<file path="src/rtl/tgrp_pkg.sv">
`timescale 1ns/1ps
package tgrp_pkg;
    localparam int WORD_W = 32;

    // per-timer register offsets
    localparam logic [2:0] OFS_CTRL   = 3'd0;
    localparam logic [2:0] OFS_CNT_LO = 3'd1;
    localparam logic [2:0] OFS_CNT_HI = 3'd2;
    localparam logic [2:0] OFS_ALM_LO = 3'd3;
    localparam logic [2:0] OFS_ALM_HI = 3'd4;
    localparam logic [2:0] OFS_RLD_LO = 3'd5;
    localparam logic [2:0] OFS_RLD_HI = 3'd6;

    // group register offsets
    localparam logic [2:0] GOFS_RAW  = 3'd0;
    localparam logic [2:0] GOFS_IEN  = 3'd1;
    localparam logic [2:0] GOFS_CLR  = 3'd2;
    localparam logic [2:0] GOFS_INIT = 3'd3;
    localparam logic [2:0] GOFS_PEND = 3'd4;

    // control word bit positions
    localparam int CB_RUN  = 0;
    localparam int CB_DOWN = 1;
    localparam int CB_RLD  = 2;
    localparam int CB_ARM  = 3;
    localparam int CB_DIV  = 16;
endpackage

</file>
<file path="src/rtl/tgrp_prescaler.sv">
`timescale 1ns/1ps
module tgrp_prescaler #(
    parameter int DIV_W = 16
) (
    input  logic             clk,
    input  logic             rst_n,
    input  logic             run,
    input  logic             restart,
    input  logic [DIV_W-1:0] div_field,
    output logic             tick
);
    typedef struct packed {
        logic [DIV_W-1:0] phase;
        logic [DIV_W-1:0] div;
    } ps_t;

    ps_t q, d;
    logic [DIV_W-1:0] lim;

    // terminal phase: field 0 -> full range, field 1 -> behaves as 2
    always_comb begin
        if (q.div == '0)
            lim = '1;
        else if (q.div == DIV_W'(1))
            lim = DIV_W'(1);
        else
            lim = q.div - DIV_W'(1);
    end

    assign tick = run && !restart && (q.phase == lim);

    always_comb begin
        d = q;
        if (restart) begin
            d.phase = '0;
            d.div   = div_field;
        end else if (tick) begin
            d.phase = '0;
            d.div   = div_field;
        end else if (run) begin
            d.phase = q.phase + DIV_W'(1);
        end
    end

    always_ff @(posedge clk or negedge rst_n) begin
        if (!rst_n) q <= '0;
        else        q <= d;
    end
endmodule

</file>
<file path="src/rtl/tgrp_timer.sv">
`timescale 1ns/1ps
module tgrp_timer
    import tgrp_pkg::*;
#(
    parameter int CNT_W = 64,
    parameter int DIV_W = 16
) (
    input  logic              clk,
    input  logic              rst_n,
    input  logic              wr_en,
    input  logic [2:0]        ofs,
    input  logic [WORD_W-1:0] wdata,
    output logic [WORD_W-1:0] rdata,
    output logic              fire
);
    localparam int HI_W = CNT_W - WORD_W;

    typedef struct packed {
        logic             run;
        logic             down;
        logic             rld;
        logic             armed;
        logic [DIV_W-1:0] div;
        logic [CNT_W-1:0] cnt;
        logic [CNT_W-1:0] alm;
        logic [CNT_W-1:0] rel;
        logic [WORD_W-1:0] stage;
    } tmr_t;

    tmr_t q, d;
    logic             tick;
    logic             load;
    logic [CNT_W-1:0] step;
    logic             hit;

    assign load = wr_en && (ofs == OFS_CNT_HI);
    assign step = q.down ? (q.cnt - CNT_W'(1)) : (q.cnt + CNT_W'(1));
    assign hit  = tick && q.armed && (step == q.alm);
    assign fire = hit;

    tgrp_prescaler #(.DIV_W(DIV_W)) u_ps (
        .clk       (clk),
        .rst_n     (rst_n),
        .run       (q.run),
        .restart   (load),
        .div_field (q.div),
        .tick      (tick)
    );

    always_comb begin
        d = q;
        if (tick) begin
            d.cnt = (hit && q.rld) ? q.rel : step;
            if (hit) d.armed = 1'b0;
        end
        if (wr_en) begin
            case (ofs)
                OFS_CTRL: begin
                    d.run   = wdata[CB_RUN];
                    d.down  = wdata[CB_DOWN];
                    d.rld   = wdata[CB_RLD];
                    d.armed = wdata[CB_ARM];
                    d.div   = wdata[CB_DIV +: DIV_W];
                end
                OFS_CNT_LO: d.stage = wdata;
                OFS_CNT_HI: d.cnt   = {wdata[HI_W-1:0], q.stage};
                OFS_ALM_LO: d.alm[WORD_W-1:0]     = wdata;
                OFS_ALM_HI: d.alm[CNT_W-1:WORD_W] = wdata[HI_W-1:0];
                OFS_RLD_LO: d.rel[WORD_W-1:0]     = wdata;
                OFS_RLD_HI: d.rel[CNT_W-1:WORD_W] = wdata[HI_W-1:0];
                default: ;
            endcase
        end
    end

    always_ff @(posedge clk or negedge rst_n) begin
        if (!rst_n) q <= '0;
        else        q <= d;
    end

    always_comb begin
        rdata = '0;
        case (ofs)
            OFS_CTRL: begin
                rdata[CB_RUN]         = q.run;
                rdata[CB_DOWN]        = q.down;
                rdata[CB_RLD]         = q.rld;
                rdata[CB_ARM]         = q.armed;
                rdata[CB_DIV +: DIV_W] = q.div;
            end
            OFS_CNT_LO: rdata = q.cnt[WORD_W-1:0];
            OFS_CNT_HI: rdata[HI_W-1:0] = q.cnt[CNT_W-1:WORD_W];
            OFS_ALM_LO: rdata = q.alm[WORD_W-1:0];
            OFS_ALM_HI: rdata[HI_W-1:0] = q.alm[CNT_W-1:WORD_W];
            OFS_RLD_LO: rdata = q.rel[WORD_W-1:0];
            OFS_RLD_HI: rdata[HI_W-1:0] = q.rel[CNT_W-1:WORD_W];
            default: ;
        endcase
    end
endmodule

</file>
<file path="src/rtl/tmr_group.sv">
`timescale 1ns/1ps
module tmr_group
    import tgrp_pkg::*;
#(
    parameter int NUM_TIMERS = 2,
    parameter int CNT_W      = 64,
    parameter int DIV_W      = 16,
    localparam int SLOT_W    = $clog2(NUM_TIMERS + 1),
    localparam int ADDR_W    = SLOT_W + 3
) (
    input  logic              clk,
    input  logic              rst_n,
    input  logic              bus_wr,
    input  logic [ADDR_W-1:0] bus_addr,
    input  logic [WORD_W-1:0] bus_wdata,
    output logic [WORD_W-1:0] bus_rdata,
    output logic              irq
);
    typedef struct packed {
        logic [NUM_TIMERS-1:0] raw;
        logic [NUM_TIMERS-1:0] ien;
    } grp_t;

    grp_t q, d;
    logic [SLOT_W-1:0]     slot;
    logic [2:0]            ofs;
    logic                  grp_wr;
    logic [NUM_TIMERS-1:0] fire_vec;
    logic [NUM_TIMERS-1:0] raw_vec;
    logic [NUM_TIMERS-1:0] ien_vec;
    logic [WORD_W-1:0]     t_rdata [NUM_TIMERS];

    assign slot   = bus_addr[ADDR_W-1:3];
    assign ofs    = bus_addr[2:0];
    assign grp_wr = bus_wr && (slot == SLOT_W'(NUM_TIMERS));

    for (genvar k = 0; k < NUM_TIMERS; k++) begin : g_tmr
        tgrp_timer #(.CNT_W(CNT_W), .DIV_W(DIV_W)) u_tmr (
            .clk   (clk),
            .rst_n (rst_n),
            .wr_en (bus_wr && (slot == SLOT_W'(k))),
            .ofs   (ofs),
            .wdata (bus_wdata),
            .rdata (t_rdata[k]),
            .fire  (fire_vec[k])
        );
    end

    always_comb begin
        d     = q;
        d.raw = q.raw | fire_vec;
        if (grp_wr) begin
            case (ofs)
                GOFS_IEN:  d.ien = bus_wdata[NUM_TIMERS-1:0];
                GOFS_CLR:  d.raw = (q.raw & ~bus_wdata[NUM_TIMERS-1:0]) | fire_vec;
                GOFS_INIT: if (bus_wdata[0]) d.raw = '0;
                default: ;
            endcase
        end
    end

    always_ff @(posedge clk or negedge rst_n) begin
        if (!rst_n) q <= '0;
        else        q <= d;
    end

    assign raw_vec = q.raw;
    assign ien_vec = q.ien;
    assign irq     = |(q.raw & q.ien);

    always_comb begin
        bus_rdata = '0;
        for (int k = 0; k < NUM_TIMERS; k++)
            if (slot == SLOT_W'(k)) bus_rdata = t_rdata[k];
        if (slot == SLOT_W'(NUM_TIMERS)) begin
            case (ofs)
                GOFS_RAW:  bus_rdata[NUM_TIMERS-1:0] = q.raw;
                GOFS_IEN:  bus_rdata[NUM_TIMERS-1:0] = q.ien;
                GOFS_PEND: bus_rdata[NUM_TIMERS-1:0] = q.raw & q.ien;
                default: ;
            endcase
        end
    end
endmodule


</file>
<file path="config.mk">
export PLATFORM = sky130hd
export DESIGN_NAME = tmr_group
export DESIGN_NICKNAME = d
export VERILOG_FILES = /design/src/rtl/tgrp_pkg.sv /design/src/rtl/tgrp_prescaler.sv /design/src/rtl/tgrp_timer.sv /design/src/rtl/tmr_group.sv
export SDC_FILE = /design/constraint.sdc
export NUM_CORES = 2
export LEC_CHECK = 0
export BUFFER_PORTS_ARGS = -buffer_cell sky130_fd_sc_hd__clkbuf_2
export CAP_MARGIN = 20
export CORE_MARGIN = 2
export CORE_UTILIZATION = 52
export CTS_CLUSTER_DIAMETER = 60
export DETAILED_ROUTE_END_ITERATION = 10
export PLACE_DENSITY = 0.81
export SETUP_SLACK_MARGIN = 0.05
export SYNTH_ARGS = -nofsm -noshare
export SYNTH_HDL_FRONTEND = slang
export SYNTH_HIERARCHICAL = 1
export SYNTH_SLANG_ARGS = --single-unit
export TNS_END_PERCENT = 1
</file>
<file path="constraint.sdc">
create_clock -name clk -period 4.9 [get_ports clk]
set_input_delay 0.49 -clock clk [delete_from_list [all_inputs] [get_ports clk]]
set_output_delay 0.49 -clock clk [all_outputs]
set_load 0.1 [all_outputs]
</file>
# After elaboration in Yosys (flattened, before gate mapping)
# Index checks and enable logic that the tools add are counted.
[totals]
input_bits = 40
reg_bits = 556
elab_cells = 146
[classes]
n_mux = 52
eq_ne = 14
addsub = 8
n_reduce_logical = 39
bitwise = 5
[ops]
columns = ["cell", "count"]
rows = [
  ["two-way mux 64 bit", 8],
  ["two-way mux 241 bit", 2],
  ["two-way mux 32 bit", 14],
  ["case mux 16 bit (7 select lines)", 2],
  ["two-way mux 16 bit", 10],
  ["case mux 12 bit (6 select lines)", 2],
  ["adder 64 x 1 -> 64 bit, second input constant", 2],
  ["equality test 64 bit", 2],
  ["subtractor 64 x 1 -> 64 bit, second input constant", 2],
  ["case mux 4 bit (7 select lines)", 2],
  ["two-way mux 17 bit", 2],
  ["adder 16 x 1 -> 16 bit, second input constant", 2],
  ["equality test 16 x 1 -> 1 bit, second input constant", 2],
  ["equality test 16 bit", 2],
  ["zero test 16 bit", 2],
  ["subtractor 16 x 1 -> 16 bit, second input constant", 2],
  ["AND reduction 2 bit", 13],
  ["logical AND 1 bit", 15],
  ["equality test 3 bit, second input constant", 3],
  ["equality test 3 x 2 -> 1 bit, second input constant", 2],
  ["two-way mux 2 bit", 3],
  ["case mux 2 bit (3 select lines)", 1],
  ["nonzero test 3 bit", 2],
  ["AND 2 bit", 2],
  ["13 further kinds", 19],
]

# Logic depth before layout (Yosys ltp)
[depth]
depth_word = 13
ltp_mapped = 29

# By module
# Netlist, hierarchy kept.
[by_module_without_submodules]
columns = ["module", "cells_per_inst", "area_each_um2", "instances", "seq_area_each_um2"]
rows = [
  ["tgrp_timer", 2215, 19759.0, 2, 6105.9],
  ["tgrp_prescaler at g_tmr[0].u_tmr.u_ps", 227, 2203.4, 1, 800.8],
  ["tgrp_prescaler at g_tmr[1].u_tmr.u_ps", 231, 2143.3, 1, 800.8],
  ["tmr_group", 99, 762.0, 1, 100.1],
]

# Worst setup path before layout
# No wires, ideal clock.
[synth_timing]
path_kind = "register to register"
start = "register g_tmr[0].u_tmr/q[242] (netlist bit)"
end = "register g_tmr[0].u_tmr/q[164] (netlist bit)"
path_slack_ps = -423
path_stages_with_launch = 16
arrival_ps = 5203
setup_ps = 120
synth_period_minus_slack_ps = 5323
path_buffers = 1
path_cell_list = "dfrtp_1 > inv_1 > fa_1 > nand2b_1 > a211oi_2 > nand4_1 > a2111o_1 > nand3b_1 > a221oi_1 > a2111o_1 > or4_4 > nor3_4 > nand4_4 > buf_6 > or4_1 > and3_1"
[synth_lines]
columns = ["element", "line_no", "text"]
rows = [
  ["start, declared", "tgrp_timer.sv:30", "tmr_t q, d;"],
  ["start signal, assigned", "tgrp_timer.sv:77", "if (!rst_n) q <= '0;"],
  ["start signal, assigned", "tgrp_timer.sv:78", "else q <= d;"],
]

==> impl_summary.log <==
INFO  metric outcome = finished with violations
INFO  metric violations = negative setup slack
INFO  metric tns = -44.99 ns
INFO  metric critical_path.startpoint_type = flip-flop
INFO  metric avgSynthCellArea = 8.949 sq um
INFO  metric synthesis.area = roughly 0.045 sq mm
INFO  metric numPortBuffers = between 70 and 80
INFO  metric crit_required = ~5.4 ns
INFO  metric viasPerCell = just under 7
INFO  metric timing_max_transition_violations_final = 0
INFO  metric cts.clk_slew.worst_paths = 0.06 ns
INFO  metric groute.usage.overall = 45.43%
INFO  metric async_reset_ff_share = 100.0%
INFO  metric post-route-period-util = 109.9%
INFO  metric worst_skew_pair_later_pin_latency = 0.65 ns
INFO  metric comb_power_share = 57.7%
INFO  metric critPathKind = reg -> reg
INFO  metric initial_core_util = about 52%
INFO  metric antenna_found_initial = 12
INFO  metric drt_first_iter_violations = roughly 7,000
INFO  metric maxCapViolations = 0
INFO  metric wirelength = slightly above 200 mm
INFO  metric grt_start_max_net_pins = between 100 and 150
INFO  metric place_inst = 6,729
INFO  metric finalHoldViolations = 0
INFO  metric startpoint_of_the_most_critical_setup_path = g_tmr[1].u_tmr/u_ps/q[1]
INFO  metric instances_no_fill = roughly 7,000
INFO  metric wl_per_cell = approximately 30 microns
INFO  metric die_h = slightly below 300 microns
INFO  metric global_route.overflow_total = 0
INFO  metric top_achievable_clock_speed = 185.7 MHz
INFO  metric yosysSeqAreaShare = between 30% and 40%
INFO  metric global_route_wire_length_before_repair = 301.1 mm
INFO  metric postCtsSetupBuffers = 0
INFO  metric synth_largest_area_cell = dfrtp_1
INFO  metric hp-class = in -> reg
INFO  metric ys_types = ~120
INFO  metric timing.final.setup_violations = 131
INFO  metric dpl_worst_slack = -0.6216 ns
INFO  metric cts_made_buffers = approximately 70
INFO  metric yosys-top-cells-area = dfrtp_1, mux2_2, nor2_1
INFO  metric final_period_minus_worst_setup_slack = 5.385 ns
INFO  metric nets = slightly below 6,000
INFO  metric floorplan.rows = 107
INFO  metric cts_tree = built
INFO  metric unrepaired_setup_endpoints_after_global_routing = yes
INFO  metric timing.critical_path.arrival = 5.91 ns
INFO  metric power_density = approximately 530 mW/mm^2
INFO  metric cts_htree_levels = 3
INFO  metric ir_drop = around 340 uV
INFO  metric detail-route-antenna-nets = 0
INFO  metric worst_setup_path_end_kind = flip-flop
INFO  metric holdCritStartpoint = bus_wdata[2]
INFO  metric floorplan.die_area = 0.08818 sq mm
INFO  metric cts-root-to-sink-buffers = 3
INFO  metric floorplan.io_pins = 73
INFO  metric layout.filler_cells = about 7,000
INFO  metric die_w = 297.0 microns
INFO  metric critPathMaxStageDelay = between 0.4 and 0.5 ns
INFO  metric worst_case_headroom_to_the_max_slew_limit = between 20 and 25%
INFO  metric net_switching_fraction_of_the_power = between 40% and 50%
INFO  metric synth_top_cell_area_share = a little under a third
INFO  metric p_sw = roughly 0.013 W
INFO  metric internal_power = 0.01576 W
INFO  metric synthFlopType = dfrtp_1
INFO  metric worst_slew_pin_slew = around 1.2 ns
INFO  metric cts_sinks = about 560
INFO  metric clk_root_buffer_cell = clkbuf_16
INFO  metric synth_enable_flop_cells = 0
INFO  metric netlist_instances = 4,987
INFO  metric path_cells = inv_2, ha_1, or4b_4, nor4_4, buf_4, nor2_1, a211o_1, nor4_1, and4b_1, and3_4, nand3_2, nor2_2, nand4_1, a21oi_1, nand4_1, nor4_2, buf_4, nand4_1, buf_4, nor4_4, nand4_4, buf_12, or4_1, and3b_1
INFO  metric vias = 47,050
INFO  metric syn_nets = slightly above 5,000
INFO  metric yosys_register_bits = ~560
INFO  metric detailedPlacementHpwl = between 150 and 200 mm
INFO  metric worst-path-max-fanout = 50
INFO  metric clock_skew = about 0.024 ns
INFO  metric first_global_vias = around 45,000
INFO  metric synth.yosys.warnings = 6
INFO  metric dr.pass1.iters = 9
INFO  metric drcViolationCount = 0
INFO  metric final_critical_path_setup_slack = -0.4851 ns
INFO  metric power.static_leakage = around 24 nW
INFO  metric placeableCoreArea = roughly 0.085 sq mm
INFO  metric gpl.final_weighted_congestion = between 1 and 1.5
INFO  metric p_clk_share = between 10% and 20%
INFO  metric worstReg2RegStart = g_tmr[1].u_tmr/u_ps/q[1]
INFO  metric layout-area-overhead-vs-synth = 22.33%
INFO  metric critPathSlowestCell = or4b_4
INFO  metric share_of_power_burned_in_registers = 23.3%
INFO  metric share_of_cells_above_drive_strength_1 = roughly 29%
[cell families (layout without fill, tap and decap cells)]
logic type,after synthesis,count (layout),share of synthesized area [%]
compound gates,1262,1262,18.88
xor+xnor,288,288,6.353
fa+ha+maj,132,132,3.735
buf+inv,415,1142,4.438
flops,556,556,31.18
mux,524,524,13.42
other cells,0,5,0
simple gates,1810,1810,22.00
[cells in the final DEF (no fill, tap or decap), types with 51 or more instances in the layout]
cell       count
nor3_1        90
mux2_2       375
nand3_1       73
o21ai_1       51
xnor2_1      163
a211oi_1      74
and3b_1       59
mux2i_1       99
nand2b_1      53
and3_1        56
o21ai_0      293
or4_1        114
nor2_1       431
nand4_1      121
inv_1         59
buf_4        859
dfrtp_1      552
a21oi_1      298
nand2_1      429
ha_1         130
clkbuf_16     70
xor2_1       103
[per-layer routing]
metal  global-route usage, %  wire length [microns]  vias to the layer above
met3                   16.96                  28740                      800
met2                   64.59                  83220                     3416
met1                   60.14                  80540                    22820
met4                   23.18                  13420                       16
li1                        -                      -                    20010
met5                  0.5952                    150                        -
[repair_timing]
| item | in CTS | in global routing |
|---|---|---|
| pin swaps | 17 | 2 |
| hold endpoints to repair | 88 | 0 |
| resized for setup | 27 | 5 |
| hold buffers | 1 | 0 |
| gates cloned | 1 | 0 |
| endpoints found under the setup margin | 132 | 132 |
[critical path, delay by kind of cell (launching register included)]
family	cells	cell delay [ns]
AO/OA/AOI/OAI	2	0.43
adder cells (fa/ha/maj)	1	0.14
buffers and inverters	5	0.79
flip-flops	1	0.38
AND/OR/NAND/NOR	16	3.48
[area by class of cell]
type / instances / area, sq um / share of cell area (%)
Timing Repair Buffer: 951 / 7640 / 13.99
Multi-Input combinational cell: 4016 / 28920 / 52.97
Antenna cell: 5 / 12.51 / 0.02292
Clock inverter: 32 / 473.0 / 0.8663
Clock buffer: 95 / 1956 / 3.582
Sequential cell: 556 / 13920 / 25.49
Inverter: 64 / 244.0 / 0.4469
Tap cell: 1144 / 1431 / 2.622
[power by group through the flow]
stage | combinational, W | sequential, W | clock [W]
2_1_floorplan | 0.00877 | 0.00610 | 0
6_report | 0.0166 | 0.00670 | 0.00547
3_5_place_dp | 0.0159 | 0.00666 | 0
3_3_place_gp | 0.0158 | 0.00661 | 0
4_1_cts | 0.0161 | 0.00659 | 0.00547
5_1_grt | 0.0174 | 0.00672 | 0.00565
[stage by stage]
step                      utilization (%)  power (W)  hold WS (ns)  cell area, sq um
after floorplan                         -    0.01487        0.1944             44700
after global placement              61.04    0.02241        0.4846             51970
after detailed placement            61.04    0.02255        0.4949             51970
after CTS                           64.07    0.02812        0.3437             54550
after global routing                64.10    0.02980        0.3746             54580
final                               64.12    0.02878        0.3860             54590
[Yosys cell counts (40+ instances only)]
cell type and count:
nand2_1 432, clkbuf_1 182, xor2_1 103, o21ai_0 295, dfrtp_1 556, mux2i_1 99
a21oi_1 299, nand2b_1 53, a22oi_1 48, mux2_2 375, nor3b_1 44, nor3_1 94
and3b_1 60, nand4_1 121, nor2_1 435, or4_1 117, o211ai_1 43, o21ai_1 50
and3_1 59, nand3_1 75, inv_1 64, a211oi_1 74, and2_1 47, nor4_1 48
xnor2_1 163, a21o_1 40, ha_1 130, o21a_1 49, buf_2 70, or3_1 43
[worst paths after layout]
check,endpoint,slack [ns],depth (start not counted)
hold / removal,g_tmr[0].u_tmr/q[241],0.39,3
setup / recovery,g_tmr[1].u_tmr/q[170],-0.49,24
setup reg to reg,g_tmr[1].u_tmr/q[170],-0.49,24
hold reg to reg,g_tmr[0].u_tmr/q[11],0.51,1
max in group asynchronous,g_tmr[1].u_tmr/q[241],3.16,3
min in group asynchronous,g_tmr[0].u_tmr/q[23],0.49,2
[state kept, by name, indices dropped and copies added (netlist names)]
register,count
g_tmr.u_tmr/q,488
g_tmr.u_tmr/u_ps/q,64
ien_vec,2
raw_vec,2
Note: power is estimated with default switching activity, not from simulation.
